## config.mk

```make
export PLATFORM = sky130hd
export DESIGN_NAME = wdog_timer
export DESIGN_NICKNAME = d
export VERILOG_FILES = /design/src/rtl/wdog_pkg.sv /design/src/rtl/wdog_rst_sync.sv /design/src/rtl/wdog_svc_seq.sv /design/src/rtl/wdog_counter.sv /design/src/rtl/wdog_timer.sv
export SDC_FILE = /design/constraint.sdc
export NUM_CORES = 1
export LEC_CHECK = 0
export ABC_AREA = 1
export BUFFER_PORTS_ARGS = -buffer_cell sky130_fd_sc_hd__buf_2
export CAP_MARGIN = 5
export CORE_ASPECT_RATIO = 1.4
export CORE_MARGIN = 2
export CORE_UTILIZATION = 63
export CTS_CLUSTER_DIAMETER = 50
export CTS_CLUSTER_SIZE = 14
export DETAILED_ROUTE_END_ITERATION = 10
export PLACE_DENSITY_LB_ADDON = 0.2
export SYNTH_ARGS = -nofsm -noshare
export SYNTH_HDL_FRONTEND = slang
export SYNTH_SLANG_ARGS = --single-unit
```

## constraint.sdc

```tcl
create_clock -name clk -period 5 [get_ports clk]
set_input_delay 1 -clock clk [delete_from_list [all_inputs] [get_ports clk]]
set_output_delay 1 -clock clk [all_outputs]
set_load 0.005 [all_outputs]
```

## src/rtl/wdog_pkg.sv

```systemverilog
package wdog_pkg;
  localparam logic [3:0]  A_CTL  = 4'h0;
  localparam logic [3:0]  A_SVC  = 4'h2;
  localparam logic [3:0]  A_RSTS = 4'h4;
  localparam logic [3:0]  A_IRQ  = 4'h6;
  localparam logic [3:0]  A_MISC = 4'h8;

  localparam logic [15:0] SVC_KEY_A = 16'h5555;
  localparam logic [15:0] SVC_KEY_B = 16'hAAAA;

  localparam logic [7:0]  IV_RESET = 8'h04;

  typedef enum logic {
    SVC_IDLE  = 1'b0,
    SVC_ARMED = 1'b1
  } svc_state_e;
endpackage

```

## src/rtl/wdog_rst_sync.sv

```systemverilog
module wdog_rst_sync (
  input  logic clk,
  input  logic rst_n_i,
  output logic rst_n_o
);
  logic ff1_q, ff2_q;

  always_ff @(posedge clk or negedge rst_n_i) begin
    if (!rst_n_i) begin
      ff1_q <= 1'b0;
      ff2_q <= 1'b0;
    end else begin
      ff1_q <= 1'b1;
      ff2_q <= ff1_q;
    end
  end

  assign rst_n_o = ff2_q;
endmodule

```

## src/rtl/wdog_svc_seq.sv

```systemverilog
module wdog_svc_seq import wdog_pkg::*; (
  input  logic        clk,
  input  logic        rst_n,
  input  logic        wr_i,
  input  logic [15:0] wdata_i,
  output logic        reload_o
);
  svc_state_e state_q, state_d;

  always_comb begin
    state_d  = state_q;
    reload_o = 1'b0;
    if (wr_i) begin
      case (state_q)
        SVC_IDLE:  if (wdata_i == SVC_KEY_A) state_d = SVC_ARMED;
        SVC_ARMED: begin
          reload_o = (wdata_i == SVC_KEY_B);
          state_d  = SVC_IDLE;
        end
        default:   state_d = SVC_IDLE;
      endcase
    end
  end

  always_ff @(posedge clk or negedge rst_n) begin
    if (!rst_n) state_q <= SVC_IDLE;
    else        state_q <= state_d;
  end

  AST_SVC_REARM: assert property (@(posedge clk) disable iff (!rst_n)
    reload_o |=> (state_q == SVC_IDLE));
endmodule

```

## src/rtl/wdog_counter.sv

```systemverilog
module wdog_counter #(
  parameter int TICKS_PER_COUNT = 16384,
  parameter int CNT_W           = 8
) (
  input  logic             clk,
  input  logic             rst_n,
  input  logic             en_i,
  input  logic             load_i,
  input  logic [CNT_W-1:0] top_i,
  input  logic [CNT_W-1:0] pre_iv_i,
  output logic             expire_o,
  output logic             pre_hit_o
);
  localparam int PRE_W = (TICKS_PER_COUNT > 1) ? $clog2(TICKS_PER_COUNT) : 1;
  localparam logic [PRE_W-1:0] PRE_LAST = PRE_W'(TICKS_PER_COUNT - 1);

  logic [PRE_W-1:0] pre_q, pre_d;
  logic [CNT_W-1:0] cnt_q, cnt_d;
  logic             tick, upd;

  assign tick = en_i && (pre_q == PRE_LAST);

  always_comb begin
    pre_d    = pre_q;
    cnt_d    = cnt_q;
    upd      = 1'b0;
    expire_o = 1'b0;
    if (load_i) begin
      pre_d = '0;
      cnt_d = top_i;
      upd   = 1'b1;
    end else if (tick) begin
      pre_d = '0;
      upd   = 1'b1;
      if (cnt_q == '0) begin
        expire_o = 1'b1;
        cnt_d    = top_i;
      end else begin
        cnt_d = cnt_q - 1'b1;
      end
    end else if (en_i) begin
      pre_d = pre_q + 1'b1;
    end
  end

  assign pre_hit_o = upd && (cnt_d == pre_iv_i);

  always_ff @(posedge clk or negedge rst_n) begin
    if (!rst_n) begin
      pre_q <= '0;
      cnt_q <= '0;
    end else begin
      pre_q <= pre_d;
      cnt_q <= cnt_d;
    end
  end

  AST_CNT_STEP: assert property (@(posedge clk) disable iff (!rst_n)
    (tick && !load_i && cnt_q != '0) |=> (cnt_q == CNT_W'($past(cnt_q) - 1'b1)));
  AST_EXPIRE_RELOAD: assert property (@(posedge clk) disable iff (!rst_n)
    expire_o |=> (cnt_q == $past(top_i)));
endmodule

```

## src/rtl/wdog_timer.sv

```systemverilog
module wdog_timer import wdog_pkg::*; #(
  parameter int TICKS_PER_COUNT = 16384,
  parameter int TOUT_W          = 8
) (
  input  logic        clk,
  input  logic        rst_n,
  input  logic [3:0]  bus_addr,
  input  logic        bus_we,
  input  logic [15:0] bus_wdata,
  output logic [15:0] bus_rdata,
  output logic        irq_o,
  output logic        rst_req_o,
  output logic        wda_o
);
  localparam int PAD_W = 8 - TOUT_W;

  logic rst_s_n;
  logic wr_ctl, wr_svc, wr_irq, wr_misc;
  logic svc_reload, cnt_load, expire, pre_hit, sw_rst, to_rst;

  logic [TOUT_W-1:0] tout_q, tout_d;
  logic wdw_q, wdw_d, wda_q, wda_d, wdt_q, wdt_d, wde_q, wde_d;
  logic dbg_q, dbg_d, sus_q, sus_d, lock_q, lock_d;
  logic ie_q, ie_d, ist_q, ist_d, ilock_q, ilock_d;
  logic [TOUT_W-1:0] iv_q, iv_d;
  logic [1:0] rsts_q, rsts_d;
  logic pde_q, pde_d, rst_req_q, rst_req_d;

  wdog_rst_sync u_rsync (.clk(clk), .rst_n_i(rst_n), .rst_n_o(rst_s_n));

  assign wr_ctl  = bus_we && (bus_addr == A_CTL);
  assign wr_svc  = bus_we && (bus_addr == A_SVC);
  assign wr_irq  = bus_we && (bus_addr == A_IRQ);
  assign wr_misc = bus_we && (bus_addr == A_MISC);

  wdog_svc_seq u_svc (
    .clk(clk), .rst_n(rst_s_n), .wr_i(wr_svc), .wdata_i(bus_wdata),
    .reload_o(svc_reload)
  );

  assign cnt_load = (wde_d && !wde_q) || svc_reload;

  wdog_counter #(.TICKS_PER_COUNT(TICKS_PER_COUNT), .CNT_W(TOUT_W)) u_cnt (
    .clk(clk), .rst_n(rst_s_n), .en_i(wde_q), .load_i(cnt_load),
    .top_i(tout_d), .pre_iv_i(iv_q), .expire_o(expire), .pre_hit_o(pre_hit)
  );

  // control register: free, sticky-set and write-once fields
  always_comb begin
    tout_d = tout_q; wda_d = wda_q; wdt_d = wdt_q; wde_d = wde_q;
    wdw_d  = wdw_q;  dbg_d = dbg_q; sus_d = sus_q; lock_d = lock_q;
    sw_rst = 1'b0;
    if (wr_ctl) begin
      tout_d = bus_wdata[8 +: TOUT_W];
      wda_d  = bus_wdata[5];
      wdt_d  = wdt_q | bus_wdata[3];
      wde_d  = wde_q | bus_wdata[2];
      sw_rst = bus_wdata[4];
      lock_d = 1'b1;
      if (!lock_q) begin
        wdw_d = bus_wdata[7];
        dbg_d = bus_wdata[1];
        sus_d = bus_wdata[0];
      end
    end
  end

  // interrupt control, reset cause, misc
  always_comb begin
    ie_d = ie_q; iv_d = iv_q; ist_d = ist_q; ilock_d = ilock_q;
    if (wr_irq) begin
      ilock_d = 1'b1;
      if (!ilock_q) begin
        ie_d = bus_wdata[15];
        iv_d = bus_wdata[TOUT_W-1:0];
      end
      if (bus_wdata[14]) ist_d = 1'b0;
    end
    if (pre_hit && ie_q) ist_d = 1'b1;

    to_rst    = expire && wdt_q;
    rst_req_d = to_rst || sw_rst;
    rsts_d    = rst_req_d ? {to_rst, sw_rst} : rsts_q;
    pde_d     = wr_misc ? bus_wdata[0] : pde_q;
  end

  always_ff @(posedge clk or negedge rst_s_n) begin
    if (!rst_s_n) begin
      tout_q <= '0; wdw_q <= 1'b0; wda_q <= 1'b0; wdt_q <= 1'b0;
      wde_q  <= 1'b0; dbg_q <= 1'b0; sus_q <= 1'b0; lock_q <= 1'b0;
      ie_q   <= 1'b0; iv_q <= TOUT_W'(IV_RESET); ist_q <= 1'b0; ilock_q <= 1'b0;
      rsts_q <= 2'b00; pde_q <= 1'b1; rst_req_q <= 1'b0;
    end else begin
      tout_q <= tout_d; wdw_q <= wdw_d; wda_q <= wda_d; wdt_q <= wdt_d;
      wde_q  <= wde_d;  dbg_q <= dbg_d; sus_q <= sus_d; lock_q <= lock_d;
      ie_q   <= ie_d;   iv_q <= iv_d;   ist_q <= ist_d; ilock_q <= ilock_d;
      rsts_q <= rsts_d; pde_q <= pde_d; rst_req_q <= rst_req_d;
    end
  end

  always_comb begin
    case (bus_addr)
      A_CTL:   bus_rdata = {{PAD_W{1'b0}}, tout_q, wdw_q, 1'b0, wda_q, 1'b0,
                            wdt_q, wde_q, dbg_q, sus_q};
      A_RSTS:  bus_rdata = {14'b0, rsts_q};
      A_IRQ:   bus_rdata = {ie_q, ist_q, 6'b0, {PAD_W{1'b0}}, iv_q};
      A_MISC:  bus_rdata = {15'b0, pde_q};
      default: bus_rdata = 16'h0000;
    endcase
  end

  assign irq_o     = ist_q && ie_q;
  assign rst_req_o = rst_req_q;
  assign wda_o     = wda_q;

  AST_WDE_STICKY: assert property (@(posedge clk) disable iff (!rst_s_n)
    wde_q |=> wde_q);
  AST_WDT_STICKY: assert property (@(posedge clk) disable iff (!rst_s_n)
    wdt_q |=> wdt_q);
  AST_LOCK_HOLD: assert property (@(posedge clk) disable iff (!rst_s_n)
    lock_q |=> $stable({wdw_q, dbg_q, sus_q}));
  AST_ILOCK_HOLD: assert property (@(posedge clk) disable iff (!rst_s_n)
    ilock_q |=> $stable({ie_q, iv_q}));
  AST_IST_NEEDS_IE: assert property (@(posedge clk) disable iff (!rst_s_n)
    $rose(ist_q) |-> ie_q);
endmodule

```

# --- Word-level counts from Yosys, hierarchy flattened ---
# Cells that the tools add are included.
totals:
  elab_cells: 78
  in_bits: 23
  ff_bits: 55
  output_inout_bits: 19
classes:
  muxes: 22
  eq_ne: 8
  addsub: 2
  n_bitwise: 5
  reduce_logical: 21
op_table:
  columns: ["op", "count"]
  rows:
  - ["16-bit case mux with 4 select lines", 1]
  - ["14-bit 2-to-1 mux", 3]
  - ["8-bit 2-to-1 mux", 4]
  - ["16-bit by 15-bit equality test with 1-bit output, second input constant", 1]
  - ["16-bit equality test, second input constant", 1]
  - ["14-bit by 1-bit adder with 14-bit output, second input constant", 1]
  - ["14-bit equality test, second input constant", 1]
  - ["1-bit 2-to-1 mux", 13]
  - ["1-bit logical AND", 10]
  - ["4-bit by 3-bit equality test with 1-bit output, second input constant", 2]
  - ["8-bit equality test", 1]
  - ["8-bit logical NOT", 1]
  - ["8-bit by 1-bit subtractor with 8-bit output, second input constant", 1]
  - ["2-bit AND reduction", 3]
  - ["4-bit by 2-bit equality test with 1-bit output, second input constant", 1]
  - ["4-bit equality test, second input constant", 1]
  - ["4-bit logical NOT", 1]
  - ["2-bit nonzero test", 2]
  - ["1-bit NOT", 3]
  - ["3-bit nonzero test", 1]
  - ["1-bit logical OR", 2]
  - ["1-bit bitwise OR", 2]
  - ["1-bit case mux with 2 select lines", 1]
  - ["1-bit logical NOT", 1]

# --- Logic depth before layout (Yosys ltp) ---
# Gate-level depths: netlist (run 1).
depth:
  ltp_word: 11
  mapped_depth: 17
  depth_no_buf: 17

# --- Hierarchy ---
# A second synthesis (run 1) with hierarchy kept.
hier_totals:
  hier_cells: 471
  area_unflattened_um2: 3417.0
by_module_without_submodules:
  columns: ["mod", "instances", "area_per_inst_um2", "cells_per_inst", "seq_area_each_um2"]
  rows:
  - ["wdog_counter", 1, 1674.1, 244, 550.5]
  - ["wdog_timer", 1, 1516.5, 186, 753.2]
  - ["wdog_svc_seq", 1, 172.7, 38, 25.0]
  - ["wdog_rst_sync", 1, 53.8, 3, 50.0]

# --- Worst setup path after synthesis (run 1) ---
# No wires, ideal clock.
synth_path:
  kind: "input to output"
  start: "in bus_addr[3]"
  end: "out bus_rdata[15]"
  required_time_ps: 4000
  path_buffers: 1
  setup_slack_ps: 2338
  path_stages: 4
  t_arrival_ps: 1662
  path_cell_list: "nor2_4 > nand2_1 > clkbuf_1 > o21ai_0"
synth_between:
  elab_chain_cells: 2
  word_cells_on_any_way: 5
  cone_classes: "eq/ne: 3; mux: 1; reduce/logical: 1"
synth_rtl:
  columns: ["element", "line_no", "source"]
  rows:
  - ["from (decl)", "wdog_timer.sv:7", "input logic [3:0] bus_addr,"]
  - ["4-bit equality test, or another cell as far along", "wdog_timer.sv:102", "case (bus_addr)"]
  - ["16-bit case mux with 4 select lines (*)", "wdog_timer.sv:102", null]
  - ["to (decl)", "wdog_timer.sv:10", "output logic [15:0] bus_rdata,"]
# Every way passes the cells marked *; elsewhere a longest branch is shown, timed or not.

# --- Worst setup path in the final report (run 1) ---
layout_path:
  start: "in bus_addr[2]"
  end: "out bus_rdata[0]"
# The elaborated chain is that of the path after synthesis.

==> impl_results.md, run 1 <==
* Outcome: finished, final reports clean
* Total grt overflow at 0
* Source of the critical timing path: bus_addr[2]
* Max Cap Viol at 0
* Starting density of the core at 0.653
* # diodes at 0
* Gr usage total at 0.298
* Post-synth top area cell: dfrtp_1
* Synthesis-stage register bit count at 55
* Highest Clock Rate at 310 MHz
* Share of layout cells above drive strength 1 at 0.185
* Final Setup Violations at 0
* Initial drt markers at between 150 and 200
* Power density over the cells at between 200 and 250 mW/mm^2
* HP Start: u_rsync.ff1_q
* Peak supply drop at about 0.15 mV
* Setup Skew at 0.00754 ns
* Avg Synthesized Cell Area at between 7 and 8 sq um
* I/O pins at between 40 and 50
* Largest net degree at the start of global routing at 54
* Routed Antenna Nets at 0
* Dpl cell area at 0.00362 sq mm
* Remaining DRCs at 0
* Reg2reg path depth at 13
* Post-synth EDFFs at 0
* H-tree depth at 2
* HP Class: flip-flop to flip-flop
* Placed Cells at around 560
* Post-CTS sizing at 0
* Routed vias/inst at 5.43
* Design Area, Final at around 0.0037 sq mm
* Die H at a little over 90 um
* Routability congestion estimate at around 0.9
* Worst r2r src: wde_q
* Vias in the first global route at ~3200
* Peak fanout along the critical path at 11
* Cell Area, Synth at around 0.0034 sq mm
* Register area share after synthesis at 0.409
* Clock-pin slew on the worst setup and hold paths at approximately 0.090 ns
* Fin crit share at 0.646
* WHS Path Cells at 0
* Critical Path AT at 2.23 ns
* Synth Warn # at 0
* Hold Fails Final Rpt at 0
* Worst-Margin Slew at between 0.6 and 0.7 ns
* Leakage at roughly 1.9 nW
* Total CTS buffers at 5
* Setup Buffers After CTS at 0
* Post-layout min period at about 3.2 ns
* Top cells by area, synth: dfrtp_1 (39%), nand2_1 (14%), inv_1 (7.8%)
* Cell variety after synth at 39
* First-pass GRT wire length at 13.8 mm
* Total wire length at ~8.0 mm
* Worst setup margin at roughly 1.8 ns
* Layout Cells excl Fill at around 570
* Leading register cell type out of synthesis: dfrtp_1
* RSZ-0062 raised after global routing: false
* Die area at 0.00596 sq mm
* Critical Path RT at ~4 ns
* Vias after detailed routing at 3092
* Final core utilization at 0.717
* Slew Viols, Final at 0
* Crit Path Class: primary input to output port
* CTS max path bufs at 2
* Area growth from synthesis to layout at 9.81%
* Final nets at approximately 530
* Syn Nets at around 500
* Clock latency on the worst-skew pair at between 0.3 and 0.4 ns
* Async SR Flop Fraction at 1.00
* Sink Count at 55
* Share of the synthesized area in the top cell type at 0.394
* IO Port Bufs at 41
* Drt pass-1 iters at 4
* Total Neg Setup Slack at 0 ns
* Crit. End Element: output port
* Chip width at about 66 um
* DP HPWL at about 6.3 mm
* Antenna violations before repair at 0
* Mean routed wirelength per cell at ~14 um
* Startpoint types: primary input
* Rows at 31
* Core outline area at 0.00516 sq mm
* Worst relative slew slack at 0.551
* Setup WS pre-CTS at roughly 1.8 ns
* Post-Syn Instances at between 400 and 500
* Root Buffer: clkbuf_8
* Hold bufs inserted after CTS at 0
* CTS tree: built
==> path summary, 6_finish.rpt <==
kind	to	slack [ns]
hold reg to reg	u_rsync.rst_n_o	0.36
setup reg to reg	ist_q	2.90
max in group asynchronous	u_cnt.cnt_q[5]	4.16
setup / recovery	bus_rdata[0]	1.77
hold / removal	u_rsync.rst_n_o	0.36
min in group asynchronous	tout_q[2]	0.38
==> Yosys cell counts, types with 2 or more instances <==
library cell,count
clkbuf_1,3
nor2_4,4
ha_1,3
dfrtp_1,53
nand2_2,9
o22ai_1,3
nand3_2,4
buf_2,2
nand2_1,125
nor4_1,4
inv_1,70
nand3_4,3
a211oi_1,2
nand2_4,2
o21ai_0,22
nand3_1,33
nor3b_1,2
dfstp_2,2
nand4_1,14
o21ai_2,2
nor2_1,42
nor2_2,8
inv_2,6
inv_4,2
a21oi_1,11
xor2_1,6
and3_1,2
nor3_1,7
o21ai_1,4
==> power breakdown <==
group / switching [mW] / internal [mW]
Clock: 0.140 / 0.0987
Combinational: 0.0629 / 0.0301
Sequential: 0.00858 / 0.466
Total: 0.212 / 0.595
==> registers in the layout, indices dropped and copies added (netlist names), 2 cells and up <==
signal and flops:
iv_q 8, rsts_q 2, tout_q 8, u_cnt.cnt_q 8, u_cnt.pre_q 14
==> logic make-up after synthesis <==
group,Yosys count,synth area share
XOR/XNOR,6,0.0156
flip-flops,55,0.409
buffers and inverters,85,0.103
other,1,0.00111
AO/OA/AOI/OAI,48,0.0795
adder cells (fa/ha/maj),3,0.0111
AND/OR/NAND/NOR,262,0.381
==> critical path, cell delays in order <==
cell and delay, ns:
buf_2 0.12, inv_1 0.05, nor2_1 0.17, nand3_1 0.41, o2111ai_1 0.33, buf_2 0.15
==> placed cells by master, fill, tap and decap left out, types with 2 or more instances in the layout <==
master,Yosys,layout
o22ai_1,3,3
a211oi_1,2,2
clkbuf_1,3,2
nor3_1,7,7
nor2_2,8,8
nand3_1,33,33
nand2_1,125,125
inv_1,70,70
o21ai_0,22,22
nand3_4,3,3
nor2_1,42,42
o21ai_1,4,4
ha_1,3,3
o21ai_2,2,2
a21oi_1,11,11
nor2_4,4,4
dfstp_2,2,2
nor4_1,4,4
nand3_2,4,4
clkbuf_8,0,5
and3_1,2,2
nand2_4,2,2
inv_4,2,2
dfrtp_1,53,52
buf_2,2,41
xor2_1,6,6
nand2_2,9,9
nand4_1,14,14
inv_2,6,6
nor3b_1,2,2
==> metal layers <==
| layer | GRT usage | wire, um | part of all wire | vias up |
|---|---|---|---|---|
| met4 | 0.174 | 354 | 0.044 | 0 |
| met1 | 0.345 | 3240 | 0.41 | 1446 |
| met2 | 0.519 | 4120 | 0.52 | 83 |
| met3 | 0.0287 | 267 | 0.033 | 22 |
| met5 | 0 | 0 | 0 | - |
| li1 | - | - | - | 1541 |
==> metrics by stage <==
stage | hold WS, ns | power, mW
after floorplan | 0.331 | 0.538
after global routing | 0.386 | 0.840
final | 0.363 | 0.807
after CTS | 0.364 | 0.807
after global placement | 0.339 | 0.572
after detailed placement | 0.344 | 0.575
==> area by class of cell <==
class | count | area (sq um)
Multi-Input combinational cell | 320 | 1640
Fill cell | 437 | 1460
Sequential cell | 55 | 1380
Inverter | 78 | 298
Timing Repair Buffer | 42 | 213
Tap cell | 66 | 82.6
Clock buffer | 7 | 76.3
Clock inverter | 1 | 5.00
Note: power is estimated with default switching activity, not from simulation.
==> inputs of run 2 (changes only) <==
Settings changed: CORE_UTILIZATION 63 to 53.
Clock period 5 ns to 2.8 ns, I/O delays scaled along.
==> impl_results.md, run 2 (same netlist as run 1, synthesis figures left out) <==
* Routed Antenna Nets at 0
* Post-CTS sizing at 0
* Crit Path Class: primary input to output port
* Total Neg Setup Slack at 0 ns
* Critical Path AT at 1.79 ns
* CTS max path bufs at 2
* Die H at slightly below 100 um
* Chip width at 71.4 um
* CTS tree: built
* Number of flip-flops in the largest register at 14
* Highest-count cells in the layout ignoring fill and taps: nand2_1 (125), inv_1 (70), dfrtp_1 (52), nor2_1 (42), buf_2 (41)
* Root Buffer: clkbuf_8
* Vias in the first global route at 2919
* Slew Viols, Final at 0
* Worst relative slew slack at 0.551
* Max layer used: met4
* Vias after detailed routing at slightly above 3000
* Fill count at 548
* M1 WL at around 3.3 mm
* I/O pins at 42
* Starting density of the core at 0.546
* Area growth from synthesis to layout at 11.3%
* Rows at 34
* Final nets at around 530
* Overall power after layout at ~1.6 mW
* Startpoint types: primary input
* Peak supply drop at 0.277 mV
* Clock-pin slew on the worst setup and hold paths at ~0.090 ns
* Peak fanout along the critical path at 11
* Setup Skew at about 0.006 ns
* H-tree depth at 2
* Final Setup Violations at 0
* FF+latch area at about 0.0014 sq mm
* Total grt overflow at 0
* Worst-Margin Slew at around 0.67 ns
* Final core utilization at 0.608
* Drt pass-1 iters at 5
* Multi-input gate area at 0.00164 sq mm
* Total CTS buffers at 5
* First-pass GRT wire length at 13.7 mm
* Core outline area at roughly 0.0062 sq mm
* Fin crit share at 0.838
* Met3 routed WL at ~380 um
* Fin Hold WS at approximately 0.016 ns
* Die area at between 0.007 and 0.008 sq mm
* Total wire length at 8.07 mm
* Power density over the cells at 418 mW/mm^2
* HP Class: primary input to async pin
* Post-layout min period at ~2.3 ns
* Sink Count at 55
* Setup WS pre-CTS at around 0.34 ns
* Max Cap Viol at 0
* Remaining DRCs at 0
* RSZ-0062 raised after global routing: false
* Mean routed wirelength per cell at 14.0 um
* Hold bufs inserted after CTS at 0
* Biggest register: u_cnt.pre_q
* Largest net degree at the start of global routing at 54
* Initial drt markers at about 220
* Routability congestion estimate at 0.863
* IO Port Bufs at a little over 40
* Worst setup margin at about 0.45 ns
* Setup Buffers After CTS at 0
* Commonest non-fill, non-tap cell in the layout: nand2_1
* DP HPWL at 6.34 mm
* Share of layout cells above drive strength 1 at 0.190
* # diodes at 0
* Leakage at 1.94 nW
* Crit. End Element: output port
* Gr usage total at 0.249
* Hold Fails Final Rpt at 0
* Met2 wire length at between 4 and 5 mm
* Antenna violations before repair at 0
* Outcome: finished, final reports clean
* Highest Clock Rate at roughly 430 MHz
* Critical Path RT at around 2.2 ns
* Routed vias/inst at 5.33
* Clock latency on the worst-skew pair at slightly above 0.3 ns
-- run 2: cell count changes in the layout (fill, tap and decap cells not counted), sizes merged --
cell / before / now
bufinv: 0 / 1
buf: 42 / 43
clkbuf: 7 / 6
-- run 2: final timing paths --
kind | startpoint | end | slack, ns | depth (start not counted)
min in group clk | u_rsync.ff1_q | u_rsync.rst_n_o | 0.36 | 0
max reg2reg | wde_q | ist_q | 0.72 | 13
min reg2reg | u_rsync.ff1_q | u_rsync.rst_n_o | 0.36 | 0
max | bus_addr[1] | bus_rdata[2] | 0.45 | 5
max in group asynchronous | u_rsync.rst_n_o | tout_q[6] | 1.97 | 1
min | rst_n | u_rsync.ff1_q | 0.02 | 1
-- run 2: worst max-delay path, stage by stage --
cell     delay [ns]
buf_2          0.13
nor2_4         0.24
nand2_1        0.36
o22ai_1        0.34
buf_2          0.17
-- run 2: final cells by class --
cell class | count | share of cell area
Clock inverter | 2 | 0.00934
Timing Repair Buffer | 43 | 0.0587
Tap cell | 72 | 0.0240
Clock buffer | 6 | 0.0220
Inverter | 78 | 0.0794
Multi-Input combinational cell | 320 | 0.438
Sequential cell | 55 | 0.368
-- run 2: routing by layer --
layer / vias up / GRT usage
met1: 1390 / 0.317
met3: 24 / 0.0268
met4: 0 / 0.125
li1: 1546 / -
met2: 112 / 0.413
met5: - / 0
-- run 2: report_power, final --
part	switching, mW	internal, mW
sequential	0.0155	0.833
clock	0.264	0.290
combinational	0.112	0.0538
total	0.392	1.18
-- run 2: stage by stage --
stage	cell area, sq um	instances
floorplan	3370	460
global placement	3630	568
detailed placement	3630	568
CTS	3750	576
global route	3750	576
finish	3750	576
